### src/rtl/rrx_pkg.sv
package rrx_pkg;
  typedef enum logic [3:0] {
    OP_ADD, OP_SUB, OP_SLL, OP_SLT, OP_SLTU, OP_XOR, OP_SRL, OP_SRA,
    OP_OR, OP_AND, OP_MULLO, OP_MULHSS, OP_MULHSU, OP_MULHUU
  } aluOpE;

  typedef struct packed {
    aluOpE op;
    logic  wrEn;
    logic  illegal;
  } ctrlS;

  localparam logic [6:0] OPC_REGREG = 7'h33;
  localparam logic [6:0] GROUP_MASK = 7'h5F;
endpackage

### src/rtl/rrx_ctrl.sv
module rrx_ctrl
  import rrx_pkg::*;
(
  input  logic [6:0] opcode,
  input  logic [2:0] fn3,
  input  logic [6:0] fn7,
  input  logic [4:0] rd,
  output ctrlS       strobes
);
  logic [6:0] group;
  logic       alt;

  always_comb begin
    group           = fn7 & GROUP_MASK;
    alt             = fn7[5];
    strobes.op      = OP_ADD;
    strobes.illegal = 1'b1;
    if (opcode == OPC_REGREG) begin
      if (group == 7'd0) begin
        strobes.illegal = 1'b0;
        case (fn3)
          3'd0:    strobes.op = alt ? OP_SUB : OP_ADD;
          3'd1:    strobes.op = OP_SLL;
          3'd2:    strobes.op = OP_SLT;
          3'd3:    strobes.op = OP_SLTU;
          3'd4:    strobes.op = OP_XOR;
          3'd5:    strobes.op = alt ? OP_SRA : OP_SRL;
          3'd6:    strobes.op = OP_OR;
          default: strobes.op = OP_AND;
        endcase
      end else if (group == 7'd1 && !fn3[2]) begin
        strobes.illegal = 1'b0;
        case (fn3[1:0])
          2'd0:    strobes.op = OP_MULLO;
          2'd1:    strobes.op = OP_MULHSS;
          2'd2:    strobes.op = OP_MULHSU;
          default: strobes.op = OP_MULHUU;
        endcase
      end
    end
    strobes.wrEn = !strobes.illegal && (rd != 5'd0);
  end
endmodule

### src/rtl/rrx_datapath.sv
module rrx_datapath
  import rrx_pkg::*;
#(
  parameter int XLEN = 32
) (
  input  aluOpE           op,
  input  logic [XLEN-1:0] opA,
  input  logic [XLEN-1:0] opB,
  output logic [XLEN-1:0] result
);
  localparam int SHW = $clog2(XLEN);
  localparam int PW  = 2 * XLEN + 2;

  logic [SHW-1:0]       shamt;
  logic                 signA, signB;
  logic signed [XLEN:0] mulA, mulB;
  logic signed [PW-1:0] product;

  always_comb begin
    shamt   = opB[SHW-1:0];
    signA   = (op == OP_MULHSS) || (op == OP_MULHSU);
    signB   = (op == OP_MULHSS);
    mulA    = $signed({signA & opA[XLEN-1], opA});
    mulB    = $signed({signB & opB[XLEN-1], opB});
    product = PW'(mulA) * PW'(mulB);
    case (op)
      OP_ADD:    result = opA + opB;
      OP_SUB:    result = opA - opB;
      OP_SLL:    result = opA << shamt;
      OP_SLT:    result = {{(XLEN-1){1'b0}}, $signed(opA) < $signed(opB)};
      OP_SLTU:   result = {{(XLEN-1){1'b0}}, opA < opB};
      OP_XOR:    result = opA ^ opB;
      OP_SRL:    result = opA >> shamt;
      OP_SRA:    result = $unsigned($signed(opA) >>> shamt);
      OP_OR:     result = opA | opB;
      OP_AND:    result = opA & opB;
      OP_MULLO:  result = product[XLEN-1:0];
      default:   result = product[2*XLEN-1:XLEN];
    endcase
  end
endmodule

### src/rtl/rrx_exec_unit.sv
module rrx_exec_unit
  import rrx_pkg::*;
(
  input  logic        clk,
  input  logic        rstN,
  input  logic [31:0] instr,
  input  logic [31:0] opA,
  input  logic [31:0] opB,
  output logic [31:0] result,
  output logic        wrEn,
  output logic        illegal
);
  localparam int XLEN = 32;

  ctrlS            strobes;
  logic [XLEN-1:0] dpResult;
  logic            unusedSrcFields;

  assign unusedSrcFields = ^instr[24:15];

  rrx_ctrl i_ctrl (
    .opcode (instr[6:0]),
    .fn3    (instr[14:12]),
    .fn7    (instr[31:25]),
    .rd     (instr[11:7]),
    .strobes(strobes)
  );

  rrx_datapath #(.XLEN(XLEN)) i_dp (
    .op    (strobes.op),
    .opA   (opA),
    .opB   (opB),
    .result(dpResult)
  );

  always_ff @(posedge clk or negedge rstN) begin
    if (!rstN) begin
      result  <= '0;
      wrEn    <= 1'b0;
      illegal <= 1'b0;
    end else begin
      result  <= strobes.illegal ? '0 : dpResult;
      wrEn    <= strobes.wrEn;
      illegal <= strobes.illegal;
    end
  end

  AST_RESET_QUIET: assert property (@(posedge clk) !rstN |-> (result == '0 && !wrEn && !illegal));
  AST_BAD_OPCODE: assert property (@(posedge clk) disable iff (!rstN)
    (instr[6:0] != OPC_REGREG) |=> (illegal && !wrEn && result == '0));
  AST_BAD_GROUP: assert property (@(posedge clk) disable iff (!rstN)
    ((instr[31:25] & GROUP_MASK) > 7'd1) |=> (illegal && !wrEn));
  AST_DIV_GROUP: assert property (@(posedge clk) disable iff (!rstN)
    (instr[6:0] == OPC_REGREG && (instr[31:25] & GROUP_MASK) == 7'd1 && instr[14])
      |=> (illegal && !wrEn && result == '0));
  AST_CMP_BOOL: assert property (@(posedge clk) disable iff (!rstN)
    (instr[6:0] == OPC_REGREG && (instr[31:25] & GROUP_MASK) == 7'd0 && instr[14:13] == 2'b01)
      |=> (result[31:1] == '0));
  AST_RD_ZERO: assert property (@(posedge clk) disable iff (!rstN)
    (instr[11:7] == 5'd0) |=> !wrEn);
  AST_NO_WRITE_ILLEGAL: assert property (@(posedge clk) disable iff (!rstN)
    illegal |-> !wrEn);
endmodule

### config.mk
export PLATFORM = sky130hd
export DESIGN_NAME = rrx_exec_unit
export DESIGN_NICKNAME = d
export VERILOG_FILES = /design/src/rtl/rrx_pkg.sv /design/src/rtl/rrx_ctrl.sv /design/src/rtl/rrx_datapath.sv /design/src/rtl/rrx_exec_unit.sv
export SDC_FILE = /design/constraint.sdc
export NUM_CORES = 2
export LEC_CHECK = 0
export BUFFER_PORTS_ARGS = -buffer_cell sky130_fd_sc_hd__clkbuf_2
export CORE_ASPECT_RATIO = 0.8
export CORE_MARGIN = 2
export CORE_UTILIZATION = 58
export CTS_CLUSTER_DIAMETER = 150
export DETAILED_ROUTE_END_ITERATION = 12
export PLACE_DENSITY = 0.79
export SYNTH_ARGS = -nofsm -noshare
export SYNTH_HDL_FRONTEND = slang
export SYNTH_SLANG_ARGS = --single-unit
export TNS_END_PERCENT = 5
### constraint.sdc
create_clock -name clk -period 0.8 [get_ports clk]
set_clock_uncertainty 0.1 [all_clocks]
set_input_delay 0.04 -clock clk [delete_from_list [all_inputs] [get_ports clk]]
set_output_delay 0.04 -clock clk [all_outputs]
set_load 0.01 [all_outputs]
==> reports/qor.txt <==
status = finished, violations left
failing checks = negative hold slack, negative setup slack
Req. time, crit path = 0.91 ns
register area = 865 sq um
synth unique cells = 79
Rel. slew slack = 3.00%
global placer's final weighted congestion = 1.10
sequential-to-total area share from yosys stat = 1.81%
Avg Cell Area, Syn = 8.37 sq um
Worst Hold Margin = -0.0618 ns
HPWL Detailed = 181 mm
setup TNS = -231.71 ns
first drt pass iteration count = 8
area of the multi-input gates = 40,900 sq um
IO buf count = 121
antenna violation net count after detailed routing = 0
crit-path max FO = 7
final period utilization = 1010%
slowest cell on the critical path = fa_1
most frequent CP cell = fa_1
wire per inst = 27.7 um
Area Overhead vs Synth = 25.1%
share of the synthesized area in the top cell type = 48.0%
cell area after layout = 58,800 sq um
DR DRC count = 0
Reg clk slew, reported paths = 0.07 ns
startpoint types = input pin
count of pins over their slew limit = 0
ys flop type = dfrtp_1
antenna violations before repair = 10
Final WS setup = -7.31 ns
cell area after placement = 57,400 sq um
Max Cap Viol = 0
Die Area = 83,400 sq um
Net count, final = 8,131
slowest cell delay on critical path = 0.53 ns
clock sinks = 34
RSZ-0062 raised after global routing = true
fmax = 0.123 GHz
CP delay by family, top = adder cells
via count = 46,851
synthesized flop and latch total = 34
pin count of the biggest net entering global routing = 62
vias in the first global route = 49,069
Mapped Nets = 7,149
Worst Tran Pin Value = 1.44 ns
endpoints failing setup = 68
initial detailed-routing violation count = 5,887
hold path startpoint = instr[10]
Mapped Area = 47,000 sq um
fillers = 5,824
Vias/cell = 6.09
clock root buffer = clkbuf_16
Core Box Area = 80,400 sq um
leading area contributor after synthesis = fa_1
critical path launch point = instr[29]
Post-Route WL = 213 mm
hold_buf cts = 3
CTS buffer count = 5
worst hold path type = in2reg
total congestion overflow = 0
worst path arrival time = 8.22 ns
yosys warns = 0
Post-synth top cells = inv_1, fa_1, nand2_1
Die Height = 259 um
most area-consuming cells after synthesis = fa_1, inv_1, ha_1
crit end category = register
Tmin final = 8.11 ns
first-pass GRT wire length = 314 mm
IO Pins = 132
Die X = 322 um
Clock Path Buffers = 2
Post-synth ARST share = 100%
EDFF count, synth = 0
layout cells sized above 1 = 23.7%
most common cell in the synthesized netlist = inv_1
Final Hold Fails = 1
Worst Path Buf+Inv = 10
CTS tree = done
GRT Total Usage = 51.9%
H-tree depth = 2
Cells after Synth = 5,615
CP Class = in2reg
Std-Cell Rows = 93
Initial Util = 58.5%
## final timing paths
path,slack [ns],cells past startpoint,endpoint
max,-7.31,34,result[29]
min,-0.06,3,wrEn
max in group asynchronous,0.18,3,result[25]
min in group asynchronous,0.15,3,result[13]
## logic make-up (layout without fill, tap and decap cells)
logic type	after synthesis	in the layout	synth area share (%)
buf+inv	1642	2625	13.1
simple gates	1590	1590	13.8
fa+ha+maj	1436	1436	56.2
compound gates	729	729	10.2
mux	100	100	3.27
xor+xnor	84	84	1.56
flops	34	34	1.81
other cells	0	5	0
## state kept, by name, summed over array words and instances (netlist names)
signal,count
illegal,1
result,32
wrEn,1
## worst min-delay path, cell delays in order
cell,delay (ns)
clkbuf_2,0.08
nor3_1,0.05
a21oi_2,0.13
## placed cells by master (no fill, tap or decap), types with 51 or more instances in the layout
master / synthesis / final
o21ai_0: 168 / 154
a221oi_1: 59 / 51
clkbuf_2: 0 / 113
inv_1: 1275 / 1264
buf_12: 0 / 77
ha_1: 309 / 281
nor2_1: 483 / 476
fa_1: 1127 / 1112
buf_4: 0 / 1094
a21oi_1: 198 / 181
nand2_1: 869 / 856
## through the flow
stage | setup slack [ns] | cells | utilization [%]
2_1_floorplan | -7.35 | 5615 | -
4_1_cts | -7.19 | 7688 | 72.7
3_5_place_dp | -7.92 | 7645 | 71.4
6_report | -7.31 | 7695 | 73.1
3_3_place_gp | -7.72 | 7645 | 71.4
5_1_grt | -7.56 | 7692 | 73.1
## per-layer routing
metal / wire length (um) / global-route usage [%] / vias up / share of wire, %
li1: - / - / 19074 / -
met5: 50 / 0 / - / 0.023
met1: 76300 / 67.9 / 23104 / 36
met3: 30200 / 15.7 / 975 / 14
met4: 17700 / 32.8 / 8 / 8.3
met2: 89100 / 75.6 / 3690 / 42
## area by class of cell
| type | count | share of cell area, % |
|---|---|---|
| Clock inverter | 2 | 0.0638 |
| Timing Repair Buffer | 1307 | 18.0 |
| Antenna cell | 5 | 0.0213 |
| Clock buffer | 6 | 0.219 |
| Sequential cell | 34 | 1.47 |
| Inverter | 1310 | 8.40 |
| Tap cell | 1092 | 2.32 |
| Multi-Input combinational cell | 3939 | 69.5 |
## what timing repair did
item / CTS / global route
pin swaps: 92 / 20
setup buffers: 32 / 2
endpoints found under the setup margin: 68 / 68
gates cloned: 0 / 0
endpoints found under the hold margin: 35 / 1
gates resized for setup: 134 / 54
Power is left out: the tool's default activity adds up to more than one toggle a clock period on the data nets, which glitch-free logic cannot reach.
